File: config.mk
export PLATFORM = sky130hd
export DESIGN_NAME = btac
export DESIGN_NICKNAME = d
export VERILOG_FILES = /design/src/rtl/btac_pkg.sv /design/src/rtl/btac_addr_split.sv /design/src/rtl/btac_entry_array.sv /design/src/rtl/btac_update_ctl.sv /design/src/rtl/btac_lookup.sv /design/src/rtl/btac.sv
export SDC_FILE = /design/constraint.sdc
export NUM_CORES = 2
export LEC_CHECK = 0
export ABC_AREA = 1
export BUFFER_PORTS_ARGS = -buffer_cell sky130_fd_sc_hd__buf_2
export CAP_MARGIN = 20
export CORE_MARGIN = 4
export CORE_UTILIZATION = 45
export DETAILED_ROUTE_END_ITERATION = 6
export PLACE_DENSITY = 0.61
export SLEW_MARGIN = 30
export SYNTH_ARGS = -nofsm -noshare
export SYNTH_HDL_FRONTEND = slang
export SYNTH_SLANG_ARGS = --single-unit
File: constraint.sdc
create_clock -name clk -period 3.4 [get_ports clk]
set_input_delay 0.34 -clock clk [delete_from_list [all_inputs] [get_ports clk]]
set_output_delay 0.34 -clock clk [all_outputs]
set_load 0.01 [all_outputs]
File: src/rtl/btac_pkg.sv
package btac_pkg;

    localparam int unsigned OFS_W      = 2;
    localparam int unsigned INSTR_STEP = 4;

    typedef enum logic [1:0] {
        CTR_SNT = 2'b00,
        CTR_WNT = 2'b01,
        CTR_WT  = 2'b10,
        CTR_ST  = 2'b11
    } ctr_t;

    function automatic ctr_t ctr_step(input ctr_t cur, input logic went);
        ctr_t nxt;
        nxt = cur;
        if (went) begin
            if (cur != CTR_ST) nxt = ctr_t'(cur + 2'd1);
        end else begin
            if (cur != CTR_SNT) nxt = ctr_t'(cur - 2'd1);
        end
        return nxt;
    endfunction

    function automatic logic ctr_says_taken(input ctr_t c);
        return c[1];
    endfunction

endpackage

File: src/rtl/btac_addr_split.sv
module btac_addr_split #(
    parameter int unsigned ADDR_W = 32,
    parameter int unsigned IDX_W  = 4,
    localparam int unsigned TAG_W = ADDR_W - IDX_W - btac_pkg::OFS_W
) (
    input  logic [ADDR_W-1:0] addr,
    output logic [IDX_W-1:0]  idx,
    output logic [TAG_W-1:0]  tag
);
    logic [btac_pkg::OFS_W-1:0] unused_ofs;

    always_comb begin
        idx        = addr[IDX_W+btac_pkg::OFS_W-1:btac_pkg::OFS_W];
        tag        = addr[ADDR_W-1:IDX_W+btac_pkg::OFS_W];
        unused_ofs = addr[btac_pkg::OFS_W-1:0];
    end
endmodule

File: src/rtl/btac_entry_array.sv
module btac_entry_array
    import btac_pkg::*;
#(
    parameter int unsigned ENTRIES = 16,
    parameter int unsigned ADDR_W  = 32,
    localparam int unsigned IDX_W  = $clog2(ENTRIES),
    localparam int unsigned TAG_W  = ADDR_W - IDX_W - OFS_W
) (
    input  logic              clk,
    input  logic              rst,
    // lookup read port
    input  logic [IDX_W-1:0]  ra_idx,
    output logic              ra_valid,
    output logic [TAG_W-1:0]  ra_tag,
    output logic [ADDR_W-1:0] ra_target,
    output ctr_t              ra_ctr,
    // update read port
    input  logic [IDX_W-1:0]  rb_idx,
    output logic              rb_valid,
    output logic [TAG_W-1:0]  rb_tag,
    output logic [ADDR_W-1:0] rb_target,
    output ctr_t              rb_ctr,
    // write port
    input  logic              wr_en,
    input  logic [IDX_W-1:0]  wr_idx,
    input  logic [TAG_W-1:0]  wr_tag,
    input  logic [ADDR_W-1:0] wr_target,
    input  ctr_t              wr_ctr
);
    typedef struct packed {
        logic              valid;
        logic [TAG_W-1:0]  tag;
        logic [ADDR_W-1:0] target;
        ctr_t              ctr;
    } entry_t;

    entry_t             ent_arr [ENTRIES];
    logic [ENTRIES-1:0] valid_vec;

    for (genvar e = 0; e < ENTRIES; e++) begin : g_ent
        localparam logic [IDX_W-1:0] MY_IDX = IDX_W'(e);
        entry_t ent_q;

        always_ff @(posedge clk) begin
            if (rst) begin
                ent_q.valid <= 1'b0;
            end else if (wr_en && (wr_idx == MY_IDX)) begin
                ent_q.valid  <= 1'b1;
                ent_q.tag    <= wr_tag;
                ent_q.target <= wr_target;
                ent_q.ctr    <= wr_ctr;
            end
        end

        assign ent_arr[e]   = ent_q;
        assign valid_vec[e] = ent_q.valid;
    end

    always_comb begin
        ra_valid  = ent_arr[ra_idx].valid;
        ra_tag    = ent_arr[ra_idx].tag;
        ra_target = ent_arr[ra_idx].target;
        ra_ctr    = ent_arr[ra_idx].ctr;
        rb_valid  = ent_arr[rb_idx].valid;
        rb_tag    = ent_arr[rb_idx].tag;
        rb_target = ent_arr[rb_idx].target;
        rb_ctr    = ent_arr[rb_idx].ctr;
    end

    // a cycle without a write leaves every valid flag as it was
    p_idle_keeps_valid_r10: assert property (@(posedge clk) disable iff (rst)
        !wr_en |=> $stable(valid_vec));

    // a write always leaves its slot valid
    p_write_sets_valid_r4: assert property (@(posedge clk) disable iff (rst)
        wr_en |=> valid_vec[$past(wr_idx)]);
endmodule

File: src/rtl/btac_update_ctl.sv
module btac_update_ctl
    import btac_pkg::*;
#(
    parameter int unsigned ADDR_W = 32,
    parameter int unsigned TAG_W  = 26
) (
    input  logic              upd_valid,
    input  logic              upd_taken,
    input  logic [TAG_W-1:0]  upd_tag,
    input  logic [ADDR_W-1:0] upd_target,
    input  logic              cur_valid,
    input  logic [TAG_W-1:0]  cur_tag,
    input  logic [ADDR_W-1:0] cur_target,
    input  ctr_t              cur_ctr,
    output logic              upd_hit,
    output logic              wr_en,
    output logic [TAG_W-1:0]  wr_tag,
    output logic [ADDR_W-1:0] wr_target,
    output ctr_t              wr_ctr
);
    always_comb begin
        upd_hit   = cur_valid && (cur_tag == upd_tag);
        wr_en     = 1'b0;
        wr_tag    = upd_tag;
        wr_target = cur_target;
        wr_ctr    = cur_ctr;
        if (upd_valid) begin
            if (upd_hit) begin
                wr_en  = 1'b1;
                wr_ctr = ctr_step(cur_ctr, upd_taken);
                if (upd_taken) wr_target = upd_target;
            end else if (upd_taken) begin
                wr_en     = 1'b1;
                wr_target = upd_target;
                wr_ctr    = CTR_WT;
            end
        end
    end
endmodule

File: src/rtl/btac_lookup.sv
module btac_lookup
    import btac_pkg::*;
#(
    parameter int unsigned ADDR_W = 32,
    parameter int unsigned TAG_W  = 26
) (
    input  logic [ADDR_W-1:0] pc,
    input  logic [TAG_W-1:0]  pc_tag,
    input  logic              ent_valid,
    input  logic [TAG_W-1:0]  ent_tag,
    input  logic [ADDR_W-1:0] ent_target,
    input  ctr_t              ent_ctr,
    output logic              hit,
    output logic              taken,
    output logic [1:0]        ctr,
    output logic [ADDR_W-1:0] next_pc
);
    logic [ADDR_W-1:0] seq_pc;

    always_comb begin
        seq_pc  = pc + ADDR_W'(INSTR_STEP);
        hit     = ent_valid && (ent_tag == pc_tag);
        taken   = hit && ctr_says_taken(ent_ctr);
        ctr     = hit ? ent_ctr : CTR_SNT;
        next_pc = taken ? ent_target : seq_pc;
    end
endmodule

File: src/rtl/btac.sv
module btac
    import btac_pkg::*;
#(
    parameter int unsigned ENTRIES = 16,
    parameter int unsigned ADDR_W  = 32,
    localparam int unsigned IDX_W  = $clog2(ENTRIES),
    localparam int unsigned TAG_W  = ADDR_W - IDX_W - OFS_W
) (
    input  logic              clk,
    input  logic              rst,
    input  logic [ADDR_W-1:0] fetch_pc,
    output logic              lk_hit,
    output logic              lk_taken,
    output logic [1:0]        lk_ctr,
    output logic [ADDR_W-1:0] lk_next_pc,
    input  logic              upd_valid,
    input  logic [ADDR_W-1:0] upd_pc,
    input  logic              upd_taken,
    input  logic [ADDR_W-1:0] upd_target
);
    logic [IDX_W-1:0]  f_idx, u_idx;
    logic [TAG_W-1:0]  f_tag, u_tag;

    logic              ra_valid, rb_valid;
    logic [TAG_W-1:0]  ra_tag, rb_tag;
    logic [ADDR_W-1:0] ra_target, rb_target;
    ctr_t              ra_ctr, rb_ctr;

    logic              upd_hit;
    logic              wr_en;
    logic [TAG_W-1:0]  wr_tag;
    logic [ADDR_W-1:0] wr_target;
    ctr_t              wr_ctr;

    btac_addr_split #(.ADDR_W(ADDR_W), .IDX_W(IDX_W)) u_split_fetch (
        .addr(fetch_pc), .idx(f_idx), .tag(f_tag)
    );

    btac_addr_split #(.ADDR_W(ADDR_W), .IDX_W(IDX_W)) u_split_upd (
        .addr(upd_pc), .idx(u_idx), .tag(u_tag)
    );

    btac_entry_array #(.ENTRIES(ENTRIES), .ADDR_W(ADDR_W)) u_arr (
        .clk(clk), .rst(rst),
        .ra_idx(f_idx), .ra_valid(ra_valid), .ra_tag(ra_tag),
        .ra_target(ra_target), .ra_ctr(ra_ctr),
        .rb_idx(u_idx), .rb_valid(rb_valid), .rb_tag(rb_tag),
        .rb_target(rb_target), .rb_ctr(rb_ctr),
        .wr_en(wr_en), .wr_idx(u_idx), .wr_tag(wr_tag),
        .wr_target(wr_target), .wr_ctr(wr_ctr)
    );

    btac_update_ctl #(.ADDR_W(ADDR_W), .TAG_W(TAG_W)) u_upd (
        .upd_valid(upd_valid), .upd_taken(upd_taken), .upd_tag(u_tag),
        .upd_target(upd_target),
        .cur_valid(rb_valid), .cur_tag(rb_tag), .cur_target(rb_target),
        .cur_ctr(rb_ctr),
        .upd_hit(upd_hit), .wr_en(wr_en), .wr_tag(wr_tag),
        .wr_target(wr_target), .wr_ctr(wr_ctr)
    );

    btac_lookup #(.ADDR_W(ADDR_W), .TAG_W(TAG_W)) u_look (
        .pc(fetch_pc), .pc_tag(f_tag),
        .ent_valid(ra_valid), .ent_tag(ra_tag), .ent_target(ra_target),
        .ent_ctr(ra_ctr),
        .hit(lk_hit), .taken(lk_taken), .ctr(lk_ctr), .next_pc(lk_next_pc)
    );

    // the first cycle out of reset sees an empty cache
    p_reset_empty_r1: assert property (@(posedge clk) disable iff (rst)
        $fell(rst) |-> !lk_hit);

    // a miss always falls through to the sequential address
    p_miss_falls_through_r3: assert property (@(posedge clk) disable iff (rst)
        !lk_hit |-> (lk_next_pc == fetch_pc + ADDR_W'(INSTR_STEP)) && !lk_taken);

    // a taken miss is seen as weakly taken on the next lookup of that address
    p_alloc_weak_r4: assert property (@(posedge clk) disable iff (rst)
        (upd_valid && !upd_hit && upd_taken) ##1 (fetch_pc == $past(upd_pc))
        |-> lk_hit && (lk_ctr == 2'b10));

    // a not-taken miss does not create an entry
    p_nt_miss_no_alloc_r5: assert property (@(posedge clk) disable iff (rst)
        (upd_valid && !upd_hit && !upd_taken) ##1 (fetch_pc == $past(upd_pc))
        |-> !lk_hit);

    // strongly taken stays strongly taken on another taken outcome
    p_ctr_sat_high_r6: assert property (@(posedge clk) disable iff (rst)
        (upd_valid && upd_hit && upd_taken && rb_ctr == CTR_ST)
        ##1 (fetch_pc == $past(upd_pc)) |-> lk_ctr == 2'b11);

    // strongly not taken stays there on another not-taken outcome
    p_ctr_sat_low_r6: assert property (@(posedge clk) disable iff (rst)
        (upd_valid && upd_hit && !upd_taken && rb_ctr == CTR_SNT)
        ##1 (fetch_pc == $past(upd_pc)) |-> lk_hit && lk_ctr == 2'b00);
endmodule

==> results.yml <==
clock_network:
  tritoncts: "done"
  h-tree-depth: 3
  clockRootBuffer: "clkbuf_16"
  clk_pin_slew_ps: 60
  clock_path_buffers: 3
  clk_latency_ps: 730
  clock-sinks: 976
  cts_buffers: 108
global_route:
  grt_pass1_wl_um: 262700
  overflow: 0
  grtUsageTotal: 0.3037
  grt_pass1_vias: 40560
  grt_max_degree: 131
  antenna_found_initial: 4
sta:
  rsz0062_at_grt: "yes"
  finalSetupViolCount: 31
  fmax_mhz: 278.8
  period_share: 1.055
  worst_pin_slew_ps: 912.2
  fin_crit_ps: 3587
  slew_violations: 0
  timing.hold.ws_ps: 51.08
  clock_skew_ps: 39.95
  setup_ws_ps: -187.4
  slew_headroom: 0.3878
  finalHoldViolations: 0
critical_path:
  crit_required_ps: 3060
  max_stage_delay_ps: 400
  worstSetupEndpointType: "output pin"
  path_buf_inv: 7
  cp-start-kind: "flip-flop"
  cp_max_fo: 7
  cp_cell_sequence: "inv_1 > nand2_1 > nand3_2 > nand2_2 > nand2_1 > nand2_1 > inv_2 > nand2_2 > nand2_2 > nand2_1 > nor2_1 > nand2_1 > inv_1 > nand2_1 > nor2_4 > nand3_4 > buf_12 > buf_12 > buf_8 > o21ai_4 > buf_6"
  crit_type: "flip-flop to output pin"
  cp.arrival_ps: 3250
  path_common_cell: "nand2_1"
  path_delay_family: "simple AND/OR/NAND/NOR gates"
  crit_path_top_delay_cell: "edfxtp_1"
logic_synthesis:
  yosys.area.top_type_share: 0.5839
  syn_nets: 5464
  yosysSeqAreaShare: 0.5904
  yosysUniqueCellTypes: 51
  synth_seq_cells: 976
  yosys_warnings: 0
  postSynthAreaPerCell_um2: 9.206
  synth_top_area_cell: "edfxtp_1"
  synth_area_um2: 49370
  netlist_instances: 5363
  yosys-top-cells-area: "edfxtp_1 58%, nand2_1 11%, o21ai_0 4.5%, nor2_1 4.3%, a22oi_1 4.2%"
layout:
  n_antenna_cell: 0
  final_common_cell: "nand2_1"
  stdcell_area_um2: 60100
  finalNonFillerCells: 7253
  syn2layout_area_growth_pct: 21.73
  largest_register_ffs: 976
  final_cell_mix: "1401 x nand2_1, 960 x edfxtp_1, 552 x nor2_1"
  fill_cells: 9484
  finalNetCount: 5852
  final_util: 0.5521
  drive_above_1_share: 0.1680
placed_design:
  place_area_um2: 55230
  io_buffer_count: 133
  place_inst: 7026
  routabilityCongestion: 0.9561
  hpwlAfterDp_um: 113800
floorplanning:
  start_util: 0.4536
  core_um2: 108900
  ios: 136
  placementRows: 121
  die_w_um: 339.2
  die_y_um: 339.2
  dieArea_um2: 115100
run_status:
  violations: "negative setup slack"
  run_status: "complete, but fails checks"
detailed_routing:
  drtIter0Drc: 5735
  wire_per_inst_um: 25.03
  ant_nets: 0
  routed_wl_um: 181500
  vias: 43170
  firstDrtPassIters: 7
  via_per_inst: 5.952
  drcViolationCount: 0
pwr:
  power_density_nw_per_um2: 469.7
  power_leakage_nw: 23.88
  max-vdd-ir-drop_uv: 529.1
flow_run:
  drv_cap: 0
min_path:
  hold_path_class: "input pin to flip-flop"
## cell usage after synthesis (all sizes together)
cell and n:
nand2 1467, edfxtp 960, nor2 574, o21ai 481, inv 454, a22oi 276
nand3 257, a21oi 207, buf 195, clkbuf 154, o22ai 84, o221ai 47
xor2 26, o211ai 24, nor3 23, a221oi 18, a32o 17, dfxtp 16
nand4 16, clkinv 13, o21bai 13, o211a 8, a41oi 5, a31oi 4
nor4 4, o32a 4, a22o 3, a221o 2, and2 2, nand3b 2
a211o 1, a21boi 1, a311oi 1, and3 1, ha 1, nor2b 1
or2 1
## where the power goes
part | total [mW] | internal, mW | leakage [nW] | switching [mW]
Sequential | 13.5 | 13.4 | 8.78 | 0.0259
Combinational | 3.61 | 1.21 | 13.5 | 2.39
Clock | 11.2 | 6.19 | 1.62 | 4.98
Total | 28.2 | 20.8 | 23.9 | 7.40
## worst min-delay path, stage by stage
cell	delay, ps
buf_2	80
nor2_1	50
a21oi_1	160
## logic make-up after synthesis
group | Yosys count | share of synthesized area
and+or+nand+nor | 2348 | 0.1877
AOI/OAI and AO/OA | 1196 | 0.1487
DFF | 976 | 0.5904
buffers and inverters | 816 | 0.06835
xor gates and xnor gates | 26 | 0.004612
adders and majority gates | 1 | 0.0002534
## metrics by stage
| step | total power [mW] | worst slack, ps | TNS [ps] |
|---|---|---|---|
| finish | 28.23 | -187.4 | -3328 |
| global route | 29.05 | -324.6 | -8067 |
| CTS | 28.22 | -196.0 | -3523 |
| detailed placement | 17.07 | -336.3 | -251840 |
| global placement | 17.04 | -307.3 | -225060 |
| floorplan | 15.44 | 199.6 | 0 |
## worst paths after layout
kind                                   start  cells after the start  slack (ps)                         endpoint
max              u_arr.ent_arr[53]$_DFFE_PP_                     21        -190                   lk_next_pc[24]
min                           upd_target[27]                      3          50     u_arr.ent_arr[761]$_DFFE_PP_
max reg2reg     u_arr.ent_arr[175]$_DFFE_PP_                     19         190     u_arr.ent_arr[599]$_DFFE_PP_
min reg2reg  u_arr.ent_arr[670]$_SDFFE_PP0P_                      2         460  u_arr.ent_arr[670]$_SDFFE_PP0P_
## what timing repair did
action	CTS	global route
endpoints found under the hold margin	32	0
gates resized for setup	161	123
buffers inserted	10	17
hold buffers	8	0
pin swaps	10	37
cloned	4	0
endpoints found under the setup margin	36	312
## metal layers
metal  vias to the layer above  global-route usage  share of wire
li1                      19300                   -              -
met5                         -                   0       0.000061
met4                         2              0.1532          0.058
met3                       503             0.05759           0.11
met2                      2668              0.4663           0.44
met1                     20700              0.4140           0.39
## area by class of cell
class / count / area, um^2 / area share
Clock buffer: 138 / 2815 / 0.04684
Clock inverter: 60 / 519.2 / 0.008640
Inverter: 467 / 1853 / 0.03083
Multi-Input combinational cell: 3571 / 17830 / 0.2966
Sequential cell: 976 / 29150 / 0.4850
Tap cell: 1414 / 1769 / 0.02944
Timing Repair Buffer: 627 / 6168 / 0.1026
(Power assumes the default switching activity.)
